## config.mk

```make
export PLATFORM = sky130hd
export DESIGN_NAME = nand_cmd_seq
export DESIGN_NICKNAME = d
export VERILOG_FILES = /design/src/rtl/nand_seq_pkg.sv /design/src/rtl/nand_cmd_decode.sv /design/src/rtl/nand_resp_mux.sv /design/src/rtl/nand_cmd_seq.sv
export SDC_FILE = /design/constraint.sdc
export NUM_CORES = 1
export LEC_CHECK = 0
export BUFFER_PORTS_ARGS = -buffer_cell sky130_fd_sc_hd__buf_2
export CORE_AREA = 2 2 105 107
export CTS_CLUSTER_SIZE = 16
export DETAILED_ROUTE_END_ITERATION = 12
export DIE_AREA = 0 0 107 109
export GPL_TIMING_DRIVEN = 0
export PLACE_DENSITY = 0.59
export SLEW_MARGIN = 40
export SYNTH_ARGS = -nofsm -noshare
export SYNTH_HDL_FRONTEND = slang
export SYNTH_SLANG_ARGS = --single-unit
export TNS_END_PERCENT = 50
```

## constraint.sdc

```tcl
create_clock -name clk -period 2.3 [get_ports clk]
set_input_delay 0.46 -clock clk [delete_from_list [all_inputs] [get_ports clk]]
set_output_delay 0.46 -clock clk [all_outputs]
set_load 0.005 [all_outputs]
```

## src/rtl/nand_seq_pkg.sv

```systemverilog
package nand_seq_pkg;

    typedef enum logic [2:0] {
        CS_READ,
        CS_PROG,
        CS_ERASE,
        CS_ID,
        CS_IDLE
    } cmd_state_e;

    typedef enum logic [1:0] {
        OP_READ        = 2'd0,
        OP_PROG_SETUP  = 2'd1,
        OP_PROG_COMMIT = 2'd2,
        OP_ERASE       = 2'd3
    } op_e;

    typedef enum logic [1:0] {
        RS_NONE,
        RS_ID,
        RS_STATUS
    } resp_e;

    typedef enum logic [3:0] {
        K_READ_MAIN,
        K_READ_UPPER,
        K_READ_SPARE,
        K_IDENT,
        K_RESET,
        K_PROG_SETUP,
        K_PROG_CONFIRM,
        K_ERASE_SETUP,
        K_ERASE_CONFIRM,
        K_STATUS,
        K_READ_CONFIRM,
        K_COL_CHANGE,
        K_COL_CONFIRM,
        K_UNKNOWN
    } cmd_kind_e;

endpackage

```

## src/rtl/nand_cmd_decode.sv

```systemverilog
module nand_cmd_decode
    import nand_seq_pkg::*;
#(
    parameter bit LARGE_PAGE = 1'b0
) (
    input  logic [7:0] code,
    output cmd_kind_e  kind
);
    // Large-page-only commands fall to unknown on a small-page part
    localparam cmd_kind_e LP_RDCONF  = LARGE_PAGE ? K_READ_CONFIRM : K_UNKNOWN;
    localparam cmd_kind_e LP_COLCHG  = LARGE_PAGE ? K_COL_CHANGE   : K_UNKNOWN;
    localparam cmd_kind_e LP_COLCONF = LARGE_PAGE ? K_COL_CONFIRM  : K_UNKNOWN;

    always_comb begin
        case (code)
            8'h00:   kind = K_READ_MAIN;
            8'h01:   kind = K_READ_UPPER;
            8'h50:   kind = K_READ_SPARE;
            8'h90:   kind = K_IDENT;
            8'hFF:   kind = K_RESET;
            8'h80:   kind = K_PROG_SETUP;
            8'h10:   kind = K_PROG_CONFIRM;
            8'h60:   kind = K_ERASE_SETUP;
            8'hD0:   kind = K_ERASE_CONFIRM;
            8'h70:   kind = K_STATUS;
            8'h30:   kind = LP_RDCONF;
            8'h05:   kind = LP_COLCHG;
            8'hE0:   kind = LP_COLCONF;
            default: kind = K_UNKNOWN;
        endcase
    end
endmodule

```

## src/rtl/nand_resp_mux.sv

```systemverilog
module nand_resp_mux
    import nand_seq_pkg::*;
#(
    parameter bit         LARGE_PAGE  = 1'b0,
    parameter logic [7:0] MAKER_CODE  = 8'hEC,
    parameter logic [7:0] DEVICE_CODE = 8'h73,
    parameter logic [7:0] FILLER_CODE = 8'hA5
) (
    input  resp_e       kind,
    input  logic [1:0]  idx,
    input  logic [2:0]  left,
    input  logic        ce_n,
    input  logic        wp_n,
    input  logic        err,
    output logic [7:0]  byte_o
);
    localparam logic [7:0] GEOM_CODE = LARGE_PAGE ? 8'h15 : 8'hC0;

    always_comb begin
        byte_o = 8'h00;
        if (!ce_n && left != 3'd0) begin
            case (kind)
                RS_ID: begin
                    case (idx)
                        2'd0:    byte_o = MAKER_CODE;
                        2'd1:    byte_o = DEVICE_CODE;
                        2'd2:    byte_o = FILLER_CODE;
                        default: byte_o = GEOM_CODE;
                    endcase
                end
                RS_STATUS: byte_o = {wp_n, 6'b0, err};
                default:   byte_o = 8'h00;
            endcase
        end
    end
endmodule

```

## src/rtl/nand_cmd_seq.sv

```systemverilog
module nand_cmd_seq
    import nand_seq_pkg::*;
#(
    parameter bit         LARGE_PAGE  = 1'b0,
    parameter int         ROW_W       = 16,
    parameter int         COL_W       = 12,
    parameter logic [7:0] MAKER_CODE  = 8'hEC,
    parameter logic [7:0] DEVICE_CODE = 8'h73,
    parameter logic [7:0] FILLER_CODE = 8'hA5
) (
    input  logic             clk,
    input  logic             rst_n,
    input  logic             wr_stb,
    input  logic             cle,
    input  logic             ale,
    input  logic             ce_n,
    input  logic             wp_n,
    input  logic [7:0]       din,
    input  logic             rd_stb,
    output logic [7:0]       dout,
    output logic             start,
    output logic [1:0]       op,
    output logic [ROW_W-1:0] row,
    output logic [COL_W-1:0] col
);
    localparam int ADDR_BYTES = LARGE_PAGE ? 4 : 3;
    localparam int COL_BYTES  = LARGE_PAGE ? 2 : 1;
    localparam int PAGE_BYTES = LARGE_PAGE ? 2048 : 512;
    localparam int ADDR_W     = 8 * ADDR_BYTES;
    localparam int COL_BITS   = 8 * COL_BYTES;
    localparam int CNT_W      = $clog2(ADDR_BYTES + 1);
    localparam logic [CNT_W-1:0] CNT_MAX    = CNT_W'(ADDR_BYTES);
    localparam logic [COL_W-1:0] OFFS_UPPER = COL_W'(256);
    localparam logic [COL_W-1:0] OFFS_SPARE = COL_W'(PAGE_BYTES);

    typedef struct packed {
        cmd_state_e        cmd;
        logic [ADDR_W-1:0] addr;
        logic [CNT_W-1:0]  cnt;
        logic [COL_W-1:0]  offs;
        resp_e             resp;
        logic [1:0]        idx;
        logic [2:0]        left;
        logic              err;
        logic              start;
        op_e               op;
        logic [ROW_W-1:0]  row;
        logic [COL_W-1:0]  col;
    } seq_t;

    localparam seq_t SEQ_RST = '{cmd: CS_READ, resp: RS_NONE, op: OP_READ, default: '0};

    seq_t              s_d, s_q;
    cmd_kind_e         kind;
    logic              cmd_hit, adr_hit;
    logic [ADDR_W-1:0] addr_n;
    logic [CNT_W-1:0]  cnt_n;

    nand_cmd_decode #(.LARGE_PAGE(LARGE_PAGE)) u_dec (
        .code (din),
        .kind (kind)
    );

    nand_resp_mux #(
        .LARGE_PAGE  (LARGE_PAGE),
        .MAKER_CODE  (MAKER_CODE),
        .DEVICE_CODE (DEVICE_CODE),
        .FILLER_CODE (FILLER_CODE)
    ) u_resp (
        .kind   (s_q.resp),
        .idx    (s_q.idx),
        .left   (s_q.left),
        .ce_n   (ce_n),
        .wp_n   (wp_n),
        .err    (s_q.err),
        .byte_o (dout)
    );

    assign cmd_hit = wr_stb && !ce_n && cle;
    assign adr_hit = wr_stb && ale && !cmd_hit;

    always_comb begin
        s_d       = s_q;
        s_d.start = 1'b0;
        addr_n    = s_q.addr;
        cnt_n     = s_q.cnt;

        // reply read side; a write in the same cycle may override below
        if (rd_stb && !ce_n && s_q.left != 3'd0) begin
            s_d.left = s_q.left - 3'd1;
            s_d.idx  = s_q.idx + 2'd1;
        end

        if (cmd_hit) begin
            case (kind)
                K_RESET: s_d = SEQ_RST;
                K_COL_CHANGE: begin
                    s_d.addr[COL_BITS-1:0] = '0;
                    s_d.cnt                = '0;
                end
                K_COL_CONFIRM: begin
                    s_d.cmd   = CS_IDLE;
                    s_d.resp  = RS_NONE;
                    s_d.left  = 3'd0;
                    s_d.start = 1'b1;
                    s_d.op    = OP_READ;
                    s_d.row   = ROW_W'(s_q.addr[ADDR_W-1:COL_BITS]);
                    s_d.col   = COL_W'(s_q.addr[COL_BITS-1:0]);
                end
                K_READ_CONFIRM: begin
                    if (s_q.cmd != CS_READ) begin
                        s_d.cmd  = CS_IDLE;
                        s_d.addr = '0;
                        s_d.cnt  = '0;
                        s_d.resp = RS_NONE;
                        s_d.left = 3'd0;
                    end
                end
                default: begin
                    s_d.addr = '0;
                    s_d.cnt  = '0;
                    s_d.resp = RS_NONE;
                    s_d.left = 3'd0;
                    s_d.cmd  = CS_IDLE;
                    case (kind)
                        K_READ_MAIN: begin
                            s_d.cmd  = CS_READ;
                            s_d.offs = '0;
                        end
                        K_READ_UPPER: begin
                            s_d.cmd  = CS_READ;
                            s_d.offs = OFFS_UPPER;
                        end
                        K_READ_SPARE: begin
                            s_d.cmd  = CS_READ;
                            s_d.offs = OFFS_SPARE;
                        end
                        K_IDENT:       s_d.cmd = CS_ID;
                        K_PROG_SETUP:  s_d.cmd = CS_PROG;
                        K_ERASE_SETUP: s_d.cmd = CS_ERASE;
                        K_STATUS: begin
                            s_d.resp = RS_STATUS;
                            s_d.left = 3'd1;
                            s_d.idx  = 2'd0;
                        end
                        K_PROG_CONFIRM: begin
                            if (wp_n) begin
                                s_d.start = 1'b1;
                                s_d.op    = OP_PROG_COMMIT;
                                s_d.row   = ROW_W'(s_q.addr[ADDR_W-1:COL_BITS]);
                                s_d.col   = s_q.col;
                            end else begin
                                s_d.err = 1'b1;
                            end
                        end
                        K_ERASE_CONFIRM: begin
                            if (wp_n) begin
                                s_d.start = 1'b1;
                                s_d.op    = OP_ERASE;
                                s_d.row   = ROW_W'(s_q.addr);
                                s_d.col   = '0;
                            end else begin
                                s_d.err = 1'b1;
                            end
                        end
                        default: ;
                    endcase
                end
            endcase
        end else if (adr_hit) begin
            if (s_q.cnt < CNT_MAX) begin
                addr_n = s_q.addr | ({{(ADDR_W-8){1'b0}}, din} << (8 * s_q.cnt));
                cnt_n  = s_q.cnt + 1'b1;
            end
            s_d.addr = addr_n;
            s_d.cnt  = cnt_n;
            if (s_q.cmd == CS_ID && s_q.cnt == '0) begin
                s_d.resp = RS_ID;
                s_d.idx  = 2'd0;
                s_d.left = 3'd4;
            end
            if (cnt_n == CNT_MAX && s_q.cnt != CNT_MAX &&
                (s_q.cmd == CS_READ || s_q.cmd == CS_PROG)) begin
                s_d.start = 1'b1;
                s_d.op    = (s_q.cmd == CS_READ) ? OP_READ : OP_PROG_SETUP;
                s_d.row   = ROW_W'(addr_n[ADDR_W-1:COL_BITS]);
                s_d.col   = COL_W'(addr_n[COL_BITS-1:0]) + s_q.offs;
                s_d.offs  = '0;
                s_d.resp  = RS_NONE;
                s_d.left  = 3'd0;
            end
        end
    end

    always_ff @(posedge clk or negedge rst_n) begin
        if (!rst_n) s_q <= SEQ_RST;
        else        s_q <= s_d;
    end

    assign start = s_q.start;
    assign op    = s_q.op;
    assign row   = s_q.row;
    assign col   = s_q.col;
endmodule

```

# Word level (Yosys, flattened, before mapping)
# Cells that the tools add are included.
# Widths: inputs -> output; s select.
# op_classes
mux	39
n_lt_le_gt_ge	1
reduce_logical	37
bitwise	3
n_eq_ne	43
shifts	1
n_addsub	4
# op_table
operator	count
$mux 31	5
$pmux 31 s3	1
$mux 45	2
$mux 24	3
$pmux 32 s2	1
$pmux 4 s10	1
$pmux 12 s3	1
$eq 8x8->1 const B	4
$pmux 16 s2	1
$mux 29	1
$eq 8x7->1 const B	3
$or 24x24->24	1
$pmux 12 s2	1
$pmux 3 s4	2
$pmux 8 s3	1
$shl 8x5->24	1
$eq 4x4->1 const B	5
$pmux 10 s2	1
$eq 4x3->1 const B	4
$pmux 8 s2	1
$mux 14	1
$mux 7	2
$ne 2x2->1 const B	7
$add 8x12->12	1
41 further kinds	77
# totals
register_bits	80
in_bits	16
output_inout_bits	39
elab_cells	141

# Depth between registers and ports, before layout
# Gate-level depths: netlist (run 1).
# depth
ltp_word	13
depth_mapped	9
depth_no_buf	7

# Modules after synthesis
# A second synthesis (run 1) with hierarchy kept.
# unflattened
hier_cells	442
area_unflattened_um2	4097.7
# by_module_without_submodules
mod	area_each_um2	seq_area_each_um2	instances	cells_per_inst
nand_cmd_seq	3694.8	1751.7	1	388
nand_resp_mux	219.0	0.0	1	25
nand_cmd_decode	183.9	0.0	1	29

# Worst setup path after synthesis (run 1)
# No wires, ideal clock.
# synth_path
path_type	input-to-reg
start	input din[5]
end	register s_q[35] in the netlist's numbering
path_buffers	1
arrival_time_ns	1.731
slack_ns	0.433
setup_time_ns	0.136
required_ns	2.164
cell_stages	6
cell_sequence	buf_2 or3b_1 a21oi_2 o21ai_1 a2111oi_4 nor3_1
# synth_lines
item	line	text
start: declaration	nand_cmd_seq.sv:18	input logic [7:0] din,
end signal: assignment	nand_cmd_seq.sv:196	if (!rst_n) s_q <= SEQ_RST;
end signal: assignment	nand_cmd_seq.sv:197	else s_q <= s_d;
end: declaration	nand_cmd_seq.sv:53	seq_t s_d, s_q;

# Worst setup path after layout (run 1)
# layout_path
start	register s_q[37] in the netlist's numbering
end	output dout[4]
# layout_via
elab_chain_len	3
elab_cells_between_ends	4
cone_classes	eq/ne: 2; mux: 2
# layout_lines
item	line	text
$eq 2x2->1 or $eq 2x1->1 (tied branches)	nand_resp_mux.sv:22	case (kind)
$pmux 8 s2 *	nand_resp_mux.sv:22	
$mux 8 *	nand_resp_mux.sv:21	if (!ce_n && left != 3'd0) begin
end: declaration	nand_cmd_seq.sv:20	output logic [7:0] dout,
# Every way passes the cells marked *; elsewhere a longest branch is shown, timed or not.

==> summary.md, run 1 <==
| Metric | Value |
|---|---|
| Status | `complete, no violations` |
| Latest clock arrival within the worst-skew pair | `0.35 ns` |
| Slowest CP cell | `dfrtp_1` |
| Worst-path clk slew | `0.07 ns` |
| Critical path class | `flop to primary output` |
| WP buf/inv | `3` |
| Sequential cell area | `1750 sq um` |
| Initial core utilization | `0.357` |
| Leak pwr | `2.16 nW` |
| Synthesized area | `3790 sq um` |
| Area growth from synthesis to layout | `17.4%` |
| Initial antenna violation count | `0` |
| Nets | `492` |
| Switching Share | `0.324` |
| YS warnings | `0` |
| Total number of vias | `3112` |
| CTS tree | `built` |
| Post-DP HPWL | `7120 um` |
| Worst stage delay on the critical path | `0.37 ns` |
| Die X | `107 um` |
| Vias/cell | `5.08` |
| Synthesized flop and latch total | `70` |
| P_sw | `1.04 mW` |
| Hold Crit Start | `din[1]` |
| Die H | `109 um` |
| H-tree depth | `3` |
| Setup bufs post-CTS | `0` |
| Multi-input gate area | `1640 sq um` |
| Crit Reg-Reg Endpoint | `row[13]` |
| Final min period | `2.18 ns` |
| GRT Util Overall | `0.183` |
| Met2 Resource Use GR | `0.303` |
| Final period util | `0.947` |
| Clock Skew | `0.00849 ns` |
| Internal Power | `2.17 mW` |
| Least-Margin Pin Slew | `0.731 ns` |
| Worst Setup End Kind | `primary output` |
| Ranking of synthesized cells by area | `dfrtp_1 46%, buf_4 6.3%, a21oi_1 6.1%` |
| Post-Syn Instances | `405` |
| Max Root-Sink Buffers | `2` |
| Cell Chain, Critical Path | `inv_1 -> ha_1 -> nor3_2 -> nand2_1 -> nor2_1 -> buf_4 -> buf_2` |
| Drt wl/cell | `16.1 um` |
| Post-synth top cells | `70 x dfrtp_1, 49 x nor2_1, 46 x a21oi_1` |
| Vias in the first global route | `3126` |
| WL final | `9850 um` |
| Pin count of the biggest net entering global routing | `43` |
| Fmax | `459 MHz` |
| Ports | `55` |
| Rel. slew slack | `0.513` |
| First-pass GRT wire length | `16400 um` |
| Combinational share of power | `0.223` |
| RR Startpoint | `s_q[51]` |
| Delay-heaviest family, CP | `simple AND/OR/NAND/NOR gates` |
| Maximum fanout along the worst path | `3` |
| DRC | `0` |
| Die ar. | `11700 sq um` |
| Grt met1 use | `0.244` |
| Pwr/cell area | `723 nW/um^2` |
| Row count | `38` |
| Area leader, netlist | `dfrtp_1` |
| Max IR drop VDD | `288 uV` |
| Final setup viols | `0` |
| Worst hold stages | `3` |
| Final Max Tran Viols | `0` |
| Syn_nets | `429` |
| Max-cap violations | `0` |
| Busiest grt layer | `met2` |
| Hold Path Sink | `s_q[62]` |
| GR met3 Demand/Resource | `0.0395` |
| Worst path required time | `1.84 ns` |
| Setup TNS | `0 ns` |
| Clk Tree Root Cell | `clkbuf_8` |
| Worst setup SP type | `flop` |
| Iter 0 DRT Violations | `176` |
| CP arrival | `1.72 ns` |
| Share of cells above drive strength 1 | `0.262` |
| Routed Antenna Nets | `0` |
| Unrepaired setup endpoints after global routing | `yes` |
| PortBufs | `50` |
| Ys flop type | `dfrtp_1` |
| Global route total overflow | `0` |
| Mean Syn Cell Area | `9.35 sq um` |
| GPL Wtd Cong | `0.885` |
| Final Util | `0.419` |
| Register-to-Register Path Depth | `7` |
| R2r setup slk | `0.25 ns` |
| First-pass iteration count of the detailed router | `4` |
| Count leader, synth | `dfrtp_1` |
| Sink Count | `70` |
| Post-synth EDFFs | `0` |
| Final hold vios | `0` |
| Hold crit path type | `input pin to flop` |
| Filler cells | `1074` |
| Area of the core | `10600 sq um` |
| # diodes | `0` |
| Cts bufs inserted | `9` |
| Post-synthesis async set-or-reset flop share | `1.00` |
| Clock network fraction of design power | `0.282` |
| Flop pwr share | `0.494` |
| Count of unique library cells instantiated by Yosys | `56` |
| Power, Total | `3.21 mW` |
| Top-area cell type share of the netlist area | `0.463` |
| Sequential share of the synthesized area | `0.463` |
## routing by layer
| metal | routed length [um] | part of all wire |
|---|---|---|
| met1 | 4530 | 0.46 |
| met2 | 4720 | 0.48 |
| met3 | 455 | 0.046 |
| met4 | 146 | 0.015 |
| met5 | 0 | 0 |
## placed cells by master, fill, tap and decap left out, types with 2 or more instances in the layout
cell / n
dfrtp_1: 70
buf_2: 60
nor2_1: 48
a21oi_1: 46
buf_4: 32
nand2_1: 29
a22oi_1: 19
o21ai_1: 12
clkbuf_1: 11
inv_1: 11
clkbuf_8: 10
a22o_1: 8
ha_1: 8
nand4_1: 7
nor2b_1: 7
o21ai_0: 6
a21o_1: 5
nor3_1: 5
nand3_1: 5
o21a_1: 4
and3_1: 3
or3_1: 3
xnor2_1: 3
o311ai_1: 3
buf_1: 3
xor2_1: 3
and2_1: 3
buf_6: 3
nor2_2: 2
o31a_1: 2
o31ai_1: 2
o21bai_1: 2
o22ai_1: 2
nand3b_1: 2
a21oi_2: 2
a2111oi_4: 2
mux2i_1: 2
clkinvlp_4: 2
clkinv_2: 2
## cell type report
class / count / area share
Clock buffer: 11 / 0.0318
Timing Repair Buffer: 52 / 0.0645
Sequential cell: 70 / 0.394
Clock inverter: 5 / 0.00760
Tap cell: 140 / 0.0394
Buffer: 59 / 0.0836
Inverter: 11 / 0.00929
Multi-Input combinational cell: 265 / 0.370
## registers in the layout (all words and copies together), names as in the netlist
name,flops
start,1
op,2
s_q,39
col,12
row,16
## worst register-to-register path, cell delays in order, from the launching register on
cell,delay (ns)
dfrtp_1,0.45
and4b_1,0.34
buf_2,0.28
nand3_1,0.29
clkbuf_2,0.34
nor2_1,0.17
a21oi_1,0.05
o21ai_1,0.08
## cell families (layout without fill, tap and decap cells)
logic type               count (synthesis)  in the layout  share of synthesized area
AND/OR/NAND/NOR                        126            126                      0.168
AO/OA/AOI/OAI                          123            123                      0.215
flip-flops                              70             70                      0.463
buffers and inverters                   70            138                      0.109
adder cells (fa/ha/maj)                  8              8                     0.0264
XOR/XNOR                                 6              6                     0.0139
multiplexers                             2              2                    0.00529
## timing repair
action / 4_1_cts / 5_1_grt
hold buffers: 1 / 0
resized for setup: 0 / 4
setup endpoints to repair: 0 / 11
hold endpoints to repair: 28 / 0
## worst max-delay path by stage
stage	startpoint	end	cells past startpoint
2_1_floorplan	din[5]	s_q[35]	6
3_3_place_gp	ce_n	s_q[33]	6
3_5_place_dp	wr_stb	row[14]	8
4_1_cts	s_q[32]	dout[2]	8
5_1_grt	s_q[37]	dout[4]	7
6_report	s_q[37]	dout[4]	7
## power groups by stage
stage                     clock, mW  combinational, mW  sequential, mW
after floorplan                   0              0.516            1.56
after global placement            0              0.695            1.60
after detailed placement          0              0.719            1.61
after CTS                     0.937              0.726            1.59
after global routing          0.990              0.824            1.62
final                         0.907              0.718            1.59
## through the flow
step           setup slack, ns  std cells  hold slack, ns  cell area (sq um)
2_1_floorplan            0.433        405           0.164               3790
3_3_place_gp            -0.153        595           0.459               4210
3_5_place_dp           -0.0507        596           0.354               4250
4_1_cts                 0.0357        613           0.416               4440
5_1_grt                -0.0524        613           0.427               4440
6_report                 0.122        613           0.430               4440
(Power assumes the default switching activity.)
==> run 2: changes to the inputs <==
==> constraint.sdc (replaced) <==
create_clock -name clk -period 2.4 [get_ports clk]
set_input_delay 0.48 -clock clk [delete_from_list [all_inputs] [get_ports clk]]
set_output_delay 0.48 -clock clk [all_outputs]
set_load 0.005 [all_outputs]
==> run 2 against run 1 <==
Against the previous run: setup slack improved by 0.069 ns; worst hold slack improved by 0.017 ns; sequential share of layout area barely moved; die area did not move; sequential power is 4% lower; largest cell class unchanged; core utilization about the same.
==> summary.md, run 2 (synthesized netlist as in run 1, its figures left out) <==
| Metric | Value |
|---|---|
| Final setup viols | `0` |
| Max-cap violations | `0` |
| Global route total overflow | `0` |
| Pin count of the biggest net entering global routing | `43` |
| GRT Util Overall | `0.183` |
| Ports | `55` |
| Largest register FFs | `39` |
| Die H | `109 um` |
| Share of cells above drive strength 1 | `0.258` |
| Max Root-Sink Buffers | `2` |
| Latest clock arrival within the worst-skew pair | `0.35 ns` |
| Sink Count | `70` |
| Max IR drop VDD | `278 uV` |
| Setup TNS | `0 ns` |
| First-pass GRT wire length | `16400 um` |
| Initial antenna violation count | `0` |
| Most flops, register | `s_q` |
| Initial core utilization | `0.357` |
| Filler cells | `1074` |
| CP arrival | `1.73 ns` |
| Sequential cell area | `1750 sq um` |
| Row count | `38` |
| Nets | `492` |
| Cts bufs inserted | `9` |
| Pwr/cell area | `695 nW/um^2` |
| Iter 0 DRT Violations | `172` |
| Vias in the first global route | `3126` |
| Most frequent cells in the layout | `70 x dfrtp_1, 60 x buf_2, 49 x nor2_1` |
| Total number of vias | `3121` |
| Worst hold stages | `3` |
| Worst stage delay on the critical path | `0.37 ns` |
| Most common library cell in the layout ignoring fill and taps | `dfrtp_1` |
| Clock Skew | `0.00886 ns` |
| Worst-path clk slew | `0.07 ns` |
| Area of the core | `10600 sq um` |
| Post-DP HPWL | `7120 um` |
| Final min period | `2.21 ns` |
| CTS tree | `built` |
| Power, Total | `3.08 mW` |
| Rel. slew slack | `0.514` |
| Final Util | `0.419` |
| Area growth from synthesis to layout | `17.3%` |
| # diodes | `0` |
| Drt wl/cell | `16.2 um` |
| Hold crit path type | `input pin to flop` |
| PortBufs | `50` |
| Final Max Tran Viols | `0` |
| Slowest CP cell | `dfrtp_1` |
| Cell area after placement | `4250 sq um` |
| GPL Wtd Cong | `0.885` |
| DRC | `0` |
| Worst setup SP type | `flop` |
| Least-Margin Pin Slew | `0.729 ns` |
| Die X | `107 um` |
| Routed Antenna Nets | `0` |
| Worst path required time | `1.92 ns` |
| WL final | `9950 um` |
| Leak pwr | `2.16 nW` |
| Status | `complete, no violations` |
| Cell Chain, Critical Path | `inv_1 -> ha_1 -> nor3_2 -> nand2_1 -> nor2_1 -> o21a_1 -> buf_2` |
| H-tree depth | `3` |
| Final period util | `0.921` |
| Critical path class | `flop to primary output` |
| Die ar. | `11700 sq um` |
| Register-to-Register Path Depth | `7` |
| Clk Tree Root Cell | `clkbuf_8` |
| Vias/cell | `5.09` |
| Fmax | `453 MHz` |
| Worst Setup End Kind | `primary output` |
| Maximum fanout along the worst path | `3` |
| Fin area | `4440 sq um` |
| First-pass iteration count of the detailed router | `4` |
| Min Hold Slack | `0.447 ns` |
| Multi-input gate area | `1640 sq um` |
| Final hold vios | `0` |
| Unrepaired setup endpoints after global routing | `no` |
==> run 2: cell count changes in the layout (fill, tap and decap cells not counted), sizes merged <==
cell    before  now
buf         99  100
clkbuf      22   21
==> run 2: metal layers <==
metal  vias to the layer above  share of wire  track usage
met1                      1502           0.46        0.244
li1                       1532              -            -
met5                         -              0            0
met2                        76           0.48        0.303
met3                        11          0.042       0.0395
met4                         0          0.012       0.0529
==> run 2: path summary, 6_finish.rpt <==
path | from | end | slack [ns]
min in group asynchronous | rst_n | s_q[71] | 0.55
max | s_q[37] | dout[2] | 0.19
max in group asynchronous | rst_n | s_q[36] | 1.33
min reg2reg | op[0] | op[0] | 0.47
max reg2reg | s_q[51] | row[13] | 0.19
min | din[1] | s_q[62] | 0.45
==> run 2: where the power goes <==
| part | internal [mW] | leakage (nW) | switching, mW | total [mW] |
|---|---|---|---|---|
| registers | 1.36 | 0.942 | 0.163 | 1.52 |
| logic | 0.314 | 1.13 | 0.373 | 0.687 |
| clock network | 0.404 | 0.0857 | 0.470 | 0.873 |
| total | 2.08 | 2.16 | 1.01 | 3.08 |
==> run 2: stage by stage <==
| stage | setup WS [ns] | std cells |
|---|---|---|
| floorplan | 0.513 | 405 |
| global placement | -0.0733 | 595 |
| detailed placement | 0.0293 | 596 |
| CTS | 0.116 | 613 |
| global route | 0.000157 | 613 |
| finish | 0.191 | 613 |
==> run 2: critical path: cells and delay by family, from the launching register on <==
| kind | cells | cell delay, ns |
|---|---|---|
| AOI/OAI and AO/OA | 1 | 0.13 |
| adders and majority gates | 1 | 0.31 |
| and+or+nand+nor | 3 | 0.42 |
| buffers and inverters | 2 | 0.15 |
| DFF | 1 | 0.37 |
==> run 2: timing repair <==
| action | in CTS | in global routing |
|---|---|---|
| endpoints found under the setup margin | 0 | 6 |
| buffers inserted | 0 | 0 |
| hold buffers | 1 | 0 |
| hold endpoints to repair | 19 | 0 |
| gates resized for setup | 0 | 2 |
==> run 2: final cells by class <==
| type | count | share of cell area |
|---|---|---|
| Buffer | 59 | 0.0834 |
| Tap cell | 140 | 0.0394 |
| Inverter | 11 | 0.00930 |
| Timing Repair Buffer | 52 | 0.0645 |
| Sequential cell | 70 | 0.394 |
| Clock inverter | 5 | 0.00761 |
| Clock buffer | 11 | 0.0318 |
| Multi-Input combinational cell | 265 | 0.369 |
==> run 3: changes to the inputs <==
--- a/config.mk
+++ b/config.mk
@@ -5,13 +5,15 @@
 export SDC_FILE = /design/constraint.sdc
 export NUM_CORES = 1
 export LEC_CHECK = 0
-export BUFFER_PORTS_ARGS = -buffer_cell sky130_fd_sc_hd__buf_2
-export CORE_AREA = 2 2 105 107
+export ABC_AREA = 1
+export CAP_MARGIN = 15
+export CORE_AREA = 2 2 107 109
 export CTS_CLUSTER_SIZE = 16
 export DETAILED_ROUTE_END_ITERATION = 12
-export DIE_AREA = 0 0 107 109
+export DIE_AREA = 0 0 109 111
+export DONT_BUFFER_PORTS = 1
 export GPL_TIMING_DRIVEN = 0
-export PLACE_DENSITY = 0.59
+export PLACE_DENSITY = 0.54
 export SLEW_MARGIN = 40
 export SYNTH_ARGS = -nofsm -noshare
 export SYNTH_HDL_FRONTEND = slang
==> run 3 against run 2 <==
Against the previous run: global-route usage rose by 1.3 points; synthesized cell count is 19% higher; clock-buffer cell count unchanged; final area increased by 0.68%; sequential share of layout area decreased by 0.26 points; via count up 5.5%; worst hold slack got worse by 0.43 ns; critical path depth is 1 lower; area after synthesis increased by 4.0%; core utilization is 1.5 points lower; critical path type unchanged; critical endpoint unchanged.
==> summary.md, run 3 <==
| Metric | Value |
|---|---|
| Area of the core | `11100 sq um` |
| Count of unique library cells instantiated by Yosys | `39` |
| Post-DP HPWL | `7880 um` |
| Most flops, register | `s_q` |
| Count leader, synth | `nand2_1` |
| Register-to-Register Path Depth | `8` |
| Fmax | `467 MHz` |
| Internal Power | `2.55 mW` |
| Clk Tree Root Cell | `clkbuf_16` |
| Crit Reg-Reg Endpoint | `col[7]` |
| Nets | `518` |
| Fin area | `4470 sq um` |
| Most frequent cells in the layout | `85 x nand2_1, 70 x inv_1, 70 x dfrtp_1` |
| Area leader, netlist | `dfrtp_1` |
| Worst stage delay on the critical path | `0.35 ns` |
| Final Util | `0.404` |
| Worst-path clk slew | `0.06 ns` |
| First-pass GRT wire length | `17800 um` |
| Die H | `111 um` |
| Worst setup SP type | `flop` |
| Global route total overflow | `0` |
| Pwr/cell area | `827 nW/um^2` |
| Final Max Tran Viols | `0` |
| Rel. slew slack | `0.569` |
| Min Hold Slack | `0.0185 ns` |
| GRT Util Overall | `0.196` |
| CP most frequent cell | `inv_1` |
| Vias in the first global route | `3280` |
| Power, Total | `3.70 mW` |
| Final hold vios | `0` |
| Met3 Wirelength | `665 um` |
| Clock Skew | `0.00580 ns` |
| PortBufs | `0` |
| Clock network fraction of design power | `0.373` |
| Ranking of synthesized cells by area | `dfrtp_1 44%, nand2_1 8.1%, inv_1 6.7%` |
| Max Root-Sink Buffers | `2` |
| Switching Share | `0.310` |
| PnR worst setup slack | `0.261 ns` |
| Die X | `109 um` |
| Leak pwr | `2.07 nW` |
| Pre-CTS setup slack | `0.101 ns` |
| Flop pwr share | `0.408` |
| Final min period | `2.14 ns` |
| Least-Margin Pin Slew | `0.644 ns` |
| Synthesized area | `3940 sq um` |
| Initial antenna violation count | `0` |
| Max IR drop VDD | `313 uV` |
| Vias/cell | `5.13` |
| Ports | `55` |
| Post-Syn Instances | `482` |
| Maximum fanout along the worst path | `5` |
| Post-synth top cells | `85 x nand2_1, 70 x dfrtp_1, 70 x inv_1` |
| Synthesized flop and latch total | `70` |
| Largest register FFs | `39` |
| Post-synthesis async set-or-reset flop share | `1.00` |
| RR Startpoint | `s_q[51]` |
| Cell area after placement | `4120 sq um` |
| Drt wl/cell | `17.0 um` |
| Die ar. | `12100 sq um` |
| GPL Wtd Cong | `0.895` |
| Status | `complete, no violations` |
| Post-synth EDFFs | `0` |
| Critical path class | `flop to primary output` |
| Syn_nets | `506` |
| Initial core utilization | `0.356` |
| Routed Antenna Nets | `0` |
| WL final | `10900 um` |
| P_sw | `1.15 mW` |
| H-tree depth | `3` |
| Latest clock arrival within the worst-skew pair | `0.34 ns` |
| Final period util | `0.891` |
| Worst path required time | `1.92 ns` |
| YS warnings | `0` |
| Fin cells | `642` |
| Cell Chain, Critical Path | `inv_1 -> ha_1 -> a21oi_2 -> inv_1 -> nor3_2 -> o21a_1` |
| Sink Count | `70` |
| Sequential share of the synthesized area | `0.445` |
| Row count | `39` |
| Final setup viols | `0` |
| Pin count of the biggest net entering global routing | `71` |
| Most common library cell in the layout ignoring fill and taps | `nand2_1` |
| # diodes | `0` |
| Iter 0 DRT Violations | `224` |
| Max-cap violations | `0` |
| Worst Setup End Kind | `primary output` |
| Combinational share of power | `0.219` |
| Slowest CP cell | `dfrtp_1` |
| CTS tree | `built` |
| Metal2 WL | `4960 um` |
| First-pass iteration count of the detailed router | `5` |
| Delay-heaviest family, CP | `compound AO/OA/AOI/OAI gates` |
| Area growth from synthesis to layout | `13.5%` |
| CP arrival | `1.66 ns` |
| R2r setup slk | `0.44 ns` |
| Mean Syn Cell Area | `8.17 sq um` |
| WP buf/inv | `2` |
| Highest Signal Layer | `met4` |
| Filler cells | `1144` |
| DRC | `0` |
| Top-area cell type share of the netlist area | `0.445` |
| Hold crit path type | `input pin to asynchronous set/reset pin` |
| Total number of vias | `3292` |
| Ys flop type | `dfrtp_1` |
| Unrepaired setup endpoints after global routing | `no` |
| Cts bufs inserted | `9` |
| Share of cells above drive strength 1 | `0.166` |
| Setup TNS | `0 ns` |
| Total placed cells including tap cells | `625` |
| Met1 wire length | `5000 um` |
## run 3: cell count changes after synthesis, moves of 23 or more
| cell | before | now |
|---|---|---|
| inv_1 | 11 | 70 |
| nand2_1 | 29 | 85 |
| a21oi_1 | 46 | 16 |
| nor2_1 | 49 | 22 |
| o21ai_0 | 6 | 32 |
| nand3_1 | 5 | 28 |
## run 3: how the worst max path moves through the flow
| stage | to | start | slack, ns | cells after the start |
|---|---|---|---|---|
| 5_1_grt | dout[4] | s_q[32] | 0.11 | 6 |
| 2_1_floorplan | dout[2] | s_q[32] | 0.59 | 6 |
| 6_report | dout[2] | s_q[32] | 0.26 | 6 |
| 3_3_place_gp | dout[7] | wp_n | 0.12 | 4 |
| 3_5_place_dp | dout[7] | wp_n | 0.10 | 4 |
| 4_1_cts | dout[4] | s_q[32] | 0.03 | 6 |
## run 3: area by class of cell
| cell class | count | area, sq um | share of cell area |
|---|---|---|---|
| flip-flops and latches | 70 | 1750 | 0.392 |
| inverters | 79 | 297 | 0.0663 |
| clock inverters | 5 | 57.6 | 0.0129 |
| repair buffers | 1 | 27.5 | 0.00616 |
| plain buffers | 47 | 314 | 0.0702 |
| multi-input cells | 286 | 1590 | 0.356 |
| well taps | 143 | 179 | 0.0400 |
| clock buffers | 11 | 253 | 0.0565 |
## run 3: what timing repair did
item,CTS,global route
setup buffers,0,0
endpoints found under the setup margin,0,3
endpoints found under the hold margin,70,0
resized for setup,0,5
hold buffers,1,0
## run 3: power groups by stage
stage	Sequential [mW]	Combinational, mW	Clock [mW]
floorplan	1.50	0.604	0
global placement	1.52	0.764	0
detailed placement	1.53	0.769	0
CTS	1.51	0.808	1.41
global route	1.54	0.933	1.45
finish	1.51	0.810	1.38
## run 3: per-layer routing
| metal | GRT usage | vias to the layer above |
|---|---|---|
| li1 | - | 1598 |
| met1 | 0.270 | 1573 |
| met2 | 0.291 | 106 |
| met3 | 0.0529 | 15 |
| met4 | 0.0769 | 0 |
| met5 | 0 | - |
## run 3: cell families (layout without fill, tap and decap cells)
logic type               count (synthesis)  after routing  synth area share
AO/OA/AOI/OAI                          104            104             0.166
XOR/XNOR                                 3              3           0.00667
flip-flops                              70             70             0.445
adder cells (fa/ha/maj)                  8              8            0.0254
AND/OR/NAND/NOR                        171            171             0.202
buffers and inverters                  126            143             0.155
